File: config.mk
export PLATFORM = sky130hd
export DESIGN_NAME = clrbram
export DESIGN_NICKNAME = d
export VERILOG_FILES = /design/src/rtl/clrbram_pkg.sv /design/src/rtl/clrbram_seq.sv /design/src/rtl/clrbram_wmux.sv /design/src/rtl/clrbram_array.sv /design/src/rtl/clrbram.sv
export SDC_FILE = /design/constraint.sdc
export NUM_CORES = 1
export LEC_CHECK = 0
export ABC_AREA = 1
export ABC_CLOCK_PERIOD_IN_PS = 5460
export BUFFER_PORTS_ARGS = -buffer_cell sky130_fd_sc_hd__buf_4
export CORE_UTILIZATION = 35
export DETAILED_ROUTE_END_ITERATION = 7
export PLACE_DENSITY = 0.48
export SKIP_LAST_GASP = 1
export SYNTH_ARGS = -nofsm -noshare
export SYNTH_HDL_FRONTEND = slang
export SYNTH_SLANG_ARGS = --single-unit
File: constraint.sdc
create_clock -name clk -period 5.46 [get_ports clk]
set_clock_uncertainty 0.05 [all_clocks]
set_input_delay 1.092 -clock clk [delete_from_list [all_inputs] [get_ports clk]]
set_output_delay 1.092 -clock clk [all_outputs]
set_load 0.01 [all_outputs]
File: src/rtl/clrbram_pkg.sv
// Package: default geometry for the cleared block RAM.
// Assumes DEPTH fits in an address of DEF_AW bits.
package clrbram_pkg;
    localparam int DEF_DEPTH = 24;
    localparam int DEF_WIDTH = 18;
    localparam int DEF_AW    = 5;
endpackage

File: src/rtl/clrbram_seq.sv
// Clear sequencer: while reset is low, holds the sweep at address 0 with busy set.
// After release it steps one address per clock and drops busy once the last
// address has been written. Assumes DEPTH >= 1 and DEPTH <= 2**AW.
module clrbram_seq #(
    parameter int DEPTH = 24,
    parameter int AW    = 5
) (
    input  logic          clk,
    input  logic          rst_n,
    output logic          busy,
    output logic [AW-1:0] clr_addr
);
    localparam logic [AW-1:0] LAST = AW'(DEPTH - 1);

    // Sweep state: restart on reset, step until the last word is written.
    always_ff @(posedge clk) begin
        if (!rst_n) begin
            busy     <= 1'b1;
            clr_addr <= '0;
        end else if (busy) begin
            if (clr_addr == LAST) begin
                busy <= 1'b0;
            end else begin
                clr_addr <= clr_addr + 1'b1;
            end
        end
    end
endmodule

File: src/rtl/clrbram_wmux.sv
// Write-port selector: gives the port to the sequencer while busy, otherwise to
// the user. User writes outside 0..DEPTH-1 are masked. Purely combinational.
module clrbram_wmux #(
    parameter int DEPTH = 24,
    parameter int WIDTH = 18,
    parameter int AW    = 5
) (
    input  logic             busy,
    input  logic [AW-1:0]    clr_addr,
    input  logic             usr_en,
    input  logic [AW-1:0]    usr_addr,
    input  logic [WIDTH-1:0] usr_data,
    output logic             mem_we,
    output logic [AW-1:0]    mem_wa,
    output logic [WIDTH-1:0] mem_wd
);
    localparam logic [AW:0] LIMIT = (AW + 1)'(DEPTH);

    logic usr_ok;

    // Range check of the user address.
    always_comb usr_ok = ({1'b0, usr_addr} < LIMIT);

    // Port ownership: the sequencer wins while busy.
    always_comb begin
        if (busy) begin
            mem_we = 1'b1;
            mem_wa = clr_addr;
            mem_wd = '0;
        end else begin
            mem_we = usr_en && usr_ok;
            mem_wa = usr_addr;
            mem_wd = usr_data;
        end
    end
endmodule

File: src/rtl/clrbram_array.sv
// Storage: an unreset word array with one synchronous write port and one
// registered read port (read-first). Assumes the write port is range-checked
// upstream; the read port checks its own range and returns zero outside it.
module clrbram_array #(
    parameter int DEPTH = 24,
    parameter int WIDTH = 18,
    parameter int AW    = 5
) (
    input  logic             clk,
    input  logic             rst_n,
    input  logic             we,
    input  logic [AW-1:0]    wa,
    input  logic [WIDTH-1:0] wd,
    input  logic             re,
    input  logic [AW-1:0]    ra,
    output logic [WIDTH-1:0] rq
);
    localparam logic [AW:0] LIMIT = (AW + 1)'(DEPTH);

    logic [WIDTH-1:0] mem [DEPTH];
    logic             ra_ok;

    // Range check of the read address.
    always_comb ra_ok = ({1'b0, ra} < LIMIT);

    // Word write; the array carries no reset.
    always_ff @(posedge clk) begin
        if (we) begin
            mem[wa] <= wd;
        end
    end

    // Output register: loads on enable, holds otherwise, sees pre-write data.
    always_ff @(posedge clk) begin
        if (!rst_n) begin
            rq <= '0;
        end else if (re) begin
            rq <= ra_ok ? mem[ra] : '0;
        end
    end
endmodule

File: src/rtl/clrbram.sv
// Top: block RAM whose contents are cleared by a write sweep after reset rather
// than by a reset on the array. Assumes a single clock domain.
module clrbram
    import clrbram_pkg::*;
#(
    parameter int DEPTH = DEF_DEPTH,
    parameter int WIDTH = DEF_WIDTH,
    parameter int AW    = DEF_AW
) (
    input  logic             clk,
    input  logic             rst_n,
    input  logic             wr_en,
    input  logic [AW-1:0]    wr_addr,
    input  logic [WIDTH-1:0] wr_data,
    input  logic             rd_en,
    input  logic [AW-1:0]    rd_addr,
    output logic [WIDTH-1:0] rd_data,
    output logic             busy
);
    logic [AW-1:0]    clr_addr;
    logic             mem_we;
    logic [AW-1:0]    mem_wa;
    logic [WIDTH-1:0] mem_wd;

    clrbram_seq #(.DEPTH(DEPTH), .AW(AW)) u_seq (
        .clk      (clk),
        .rst_n    (rst_n),
        .busy     (busy),
        .clr_addr (clr_addr)
    );

    clrbram_wmux #(.DEPTH(DEPTH), .WIDTH(WIDTH), .AW(AW)) u_wmux (
        .busy     (busy),
        .clr_addr (clr_addr),
        .usr_en   (wr_en),
        .usr_addr (wr_addr),
        .usr_data (wr_data),
        .mem_we   (mem_we),
        .mem_wa   (mem_wa),
        .mem_wd   (mem_wd)
    );

    clrbram_array #(.DEPTH(DEPTH), .WIDTH(WIDTH), .AW(AW)) u_array (
        .clk   (clk),
        .rst_n (rst_n),
        .we    (mem_we),
        .wa    (mem_wa),
        .wd    (mem_wd),
        .re    (rd_en),
        .ra    (rd_addr),
        .rq    (rd_data)
    );
endmodule

==> run summary <==
status -> finished, final reports clean
Final WS setup -> 2.51 ns
hpwl dp -> 28.2 mm
commonest non-fill, non-tap cells in the layout -> nand2_1, edfxtp_1, inv_1
Final min period -> 2.95 ns
non-filler instance count after layout -> 2596
Layout Nets -> 1892
worst r2r dst -> u_array.mem[7][16]
CP endpoint kind -> flip-flop
WL/cell -> 20.3 um
reg-to-reg slack, setup -> 2.55 ns
antenna violations before repair -> 1
Slew @ Worst Pin -> 1.12 ns
fillcell total -> 5158
WL met2 -> 24.2 mm
sw frac -> 22.6%
Worst Hold Depth -> 2
grt total ovfl -> 0
Die Wd -> 237 um
gr usage total -> 19.0%
R2R depth -> 5
Mapped Area -> 0.0193 mm2
commonest non-fill, non-tap cell in the layout -> nand2_1
critical path class -> primary input to flip-flop
Final Util -> 40.7%
Port-buffer cells -> 50
Hold WC Path Type -> flip-flop to flip-flop
Clock Tree Buf Depth -> 3
Multi-input gate area -> 0.00448 mm2
clock root cell -> clkbuf_16
RSZ-0062 raised after global routing -> no
antenna viol nets, final -> 0
DP Cell Count -> 2503
Slew HR -> 25.0%
Logic pwr share -> 5.9%
crit path DAT -> 3.32 ns
final setup vio count -> 0
vias -> 12739
YS warnings -> 0
Peak VDD IR -> 0.220 mV
First-pass DRT Iterations -> 5
# H-tree levels -> 2
hold path start -> u_array.rq[11]
Core Footprint -> 0.0541 mm2
Power per Cell Area -> 340 mW/mm2
Highest Signal Layer -> met4
final wirelength -> 52.8 mm
post-synthesis sequential area ratio -> 69.6%
Post-CTS Setup Bufs -> 0
Initial Util -> 35.7%
ANT cells -> 0
clk sinks -> 456
CP required -> 5.84 ns
Fmax achieved -> 339 MHz
number of max-cap violations -> 0
layout cells sized above 1 -> 10.0%
Ports -> 51
CP startpoint kind -> primary input
met1 WL -> 24.5 mm
Pleak -> 0.00887 uW
Area Overhead vs Synth -> 14.1%
pre-CTS setup slack -> 1.97 ns
R2R Path Start -> u_seq.busy
number of global-route vias before repair -> 12435
Sw Pwr -> 1690 uW
gpl congestion -> 0.768
internal power -> 5810 uW
cts hold-fix bufs -> 0
syn_area_per_cell -> 10.7 um2
CTS tree -> done
Crit Path Max Fanout -> 126
clock transition at the registers of the reported paths -> 0.06 ns
Skew-Pair Late Insertion Delay -> 0.61 ns
initial DRC count -> 1129
# DRC -> 0
sequential share of power -> 51.3%
largest net degree at the start of global routing -> 217
Pins Over Slew Limit -> 0
register area -> 0.0135 mm2
setup TNS -> 0 ns
site row count -> 85
Post-CTS Resized -> 0
Mapped Cells -> 1811
TritonCTS buffer count -> 50
Mapped Nets -> 1844
crit path from -> rd_addr[0]
clock network fraction of design power -> 42.8%
post-synthesis cell type count -> 22
WL met3 -> 2.73 mm
#FFs+latches synth -> 456
routed vias/inst -> 4.91
Placement Cell Area -> 0.0205 mm2
first-pass GRT wire length -> 79.1 mm
WHS Endpoint -> u_array.rq[11]
Die H -> 237 um
die area -> 0.0561 mm2
final hold violation count -> 0
final instance area -> 0.0220 mm2
Period Utilization, post-route -> 54.0%
[worst max-delay path by stage]
| stage | slack [ns] | end | cells past startpoint |
|---|---|---|---|
| 4_1_cts | 2.50 | u_array.mem[15][17] | 5 |
| 2_1_floorplan | 2.59 | u_array.mem[10][0] | 5 |
| 6_report | 2.51 | u_array.rq[2] | 12 |
| 5_1_grt | 2.27 | u_array.rq[2] | 13 |
| 3_3_place_gp | 1.98 | u_array.rq[2] | 12 |
| 3_5_place_dp | 1.97 | u_array.rq[2] | 12 |
[per-stage QoR]
step	total power [uW]	hold WS, ns
after floorplan	4210	0.410
after global placement	4370	0.420
after detailed placement	4370	0.413
after CTS	7570	0.424
after global routing	7750	0.445
final	7500	0.427
[cell usage after synthesis]
cell	count	area, um2
a21oi_1	21	105
a31oi_1	3	18.8
buf_1	5	18.8
buf_2	34	170
buf_4	12	90.1
buf_6	14	158
clkbuf_1	29	109
clkinv_1	2	7.51
dfxtp_1	24	480
edfxtp_1	432	13000
ha_1	1	12.5
inv_1	250	938
inv_2	3	11.3
inv_4	1	6.26
nand2_1	466	1750
nand3_1	240	1200
nor2_1	154	578
nor3_1	3	15.0
nor3b_1	1	7.51
o211ai_1	36	270
o21ai_0	60	300
o21ai_1	20	100
[registers in the layout (all words and copies together) (netlist names)]
name,cells
u_array.mem,432
u_array.rq,18
u_seq.clr_addr,5
u_seq.busy,1
[worst max-delay path: stages]
cell and delay, ns:
buf_6 0.11, inv_6 0.67, buf_4 0.55, nand2_1 0.09, nand3_1 0.08, nand3_1 0.11
nand3_1 0.10, nand2_1 0.09, nand2_1 0.08, nand2_1 0.07, nand2_1 0.06, a21oi_1 0.06
[routing by layer]
metal  global-route usage [%]  up-vias
li1                         -     6115
met4                     5.79        0
met3                     3.24       85
met1                     26.5     6190
met5                        0        -
met2                     30.3      349
[power by group through the flow]
stage                     Clock [uW]  Sequential [uW]  Combinational, uW
after CTS                       3270             3850                446
after detailed placement           0             3920                444
after global placement             0             3920                444
final                           3210             3850                440
after floorplan                    0             3920                285
after global routing            3410             3850                490
[logic make-up after synthesis]
logic type / share of synthesized area (%)
flops: 69.6
compound gates: 4.11
simple gates: 18.4
fa+ha+maj: 0.0648
buf+inv: 7.81
[final cells by class]
class	instances	share of cell area, %
Inverter	256	4.38
Tap cell	696	3.95
Multi-Input combinational cell	1005	20.3
Clock buffer	70	6.39
Clock inverter	23	0.693
Timing Repair Buffer	90	3.20
Sequential cell	456	61.0
Note: power is estimated with default switching activity, not from simulation.
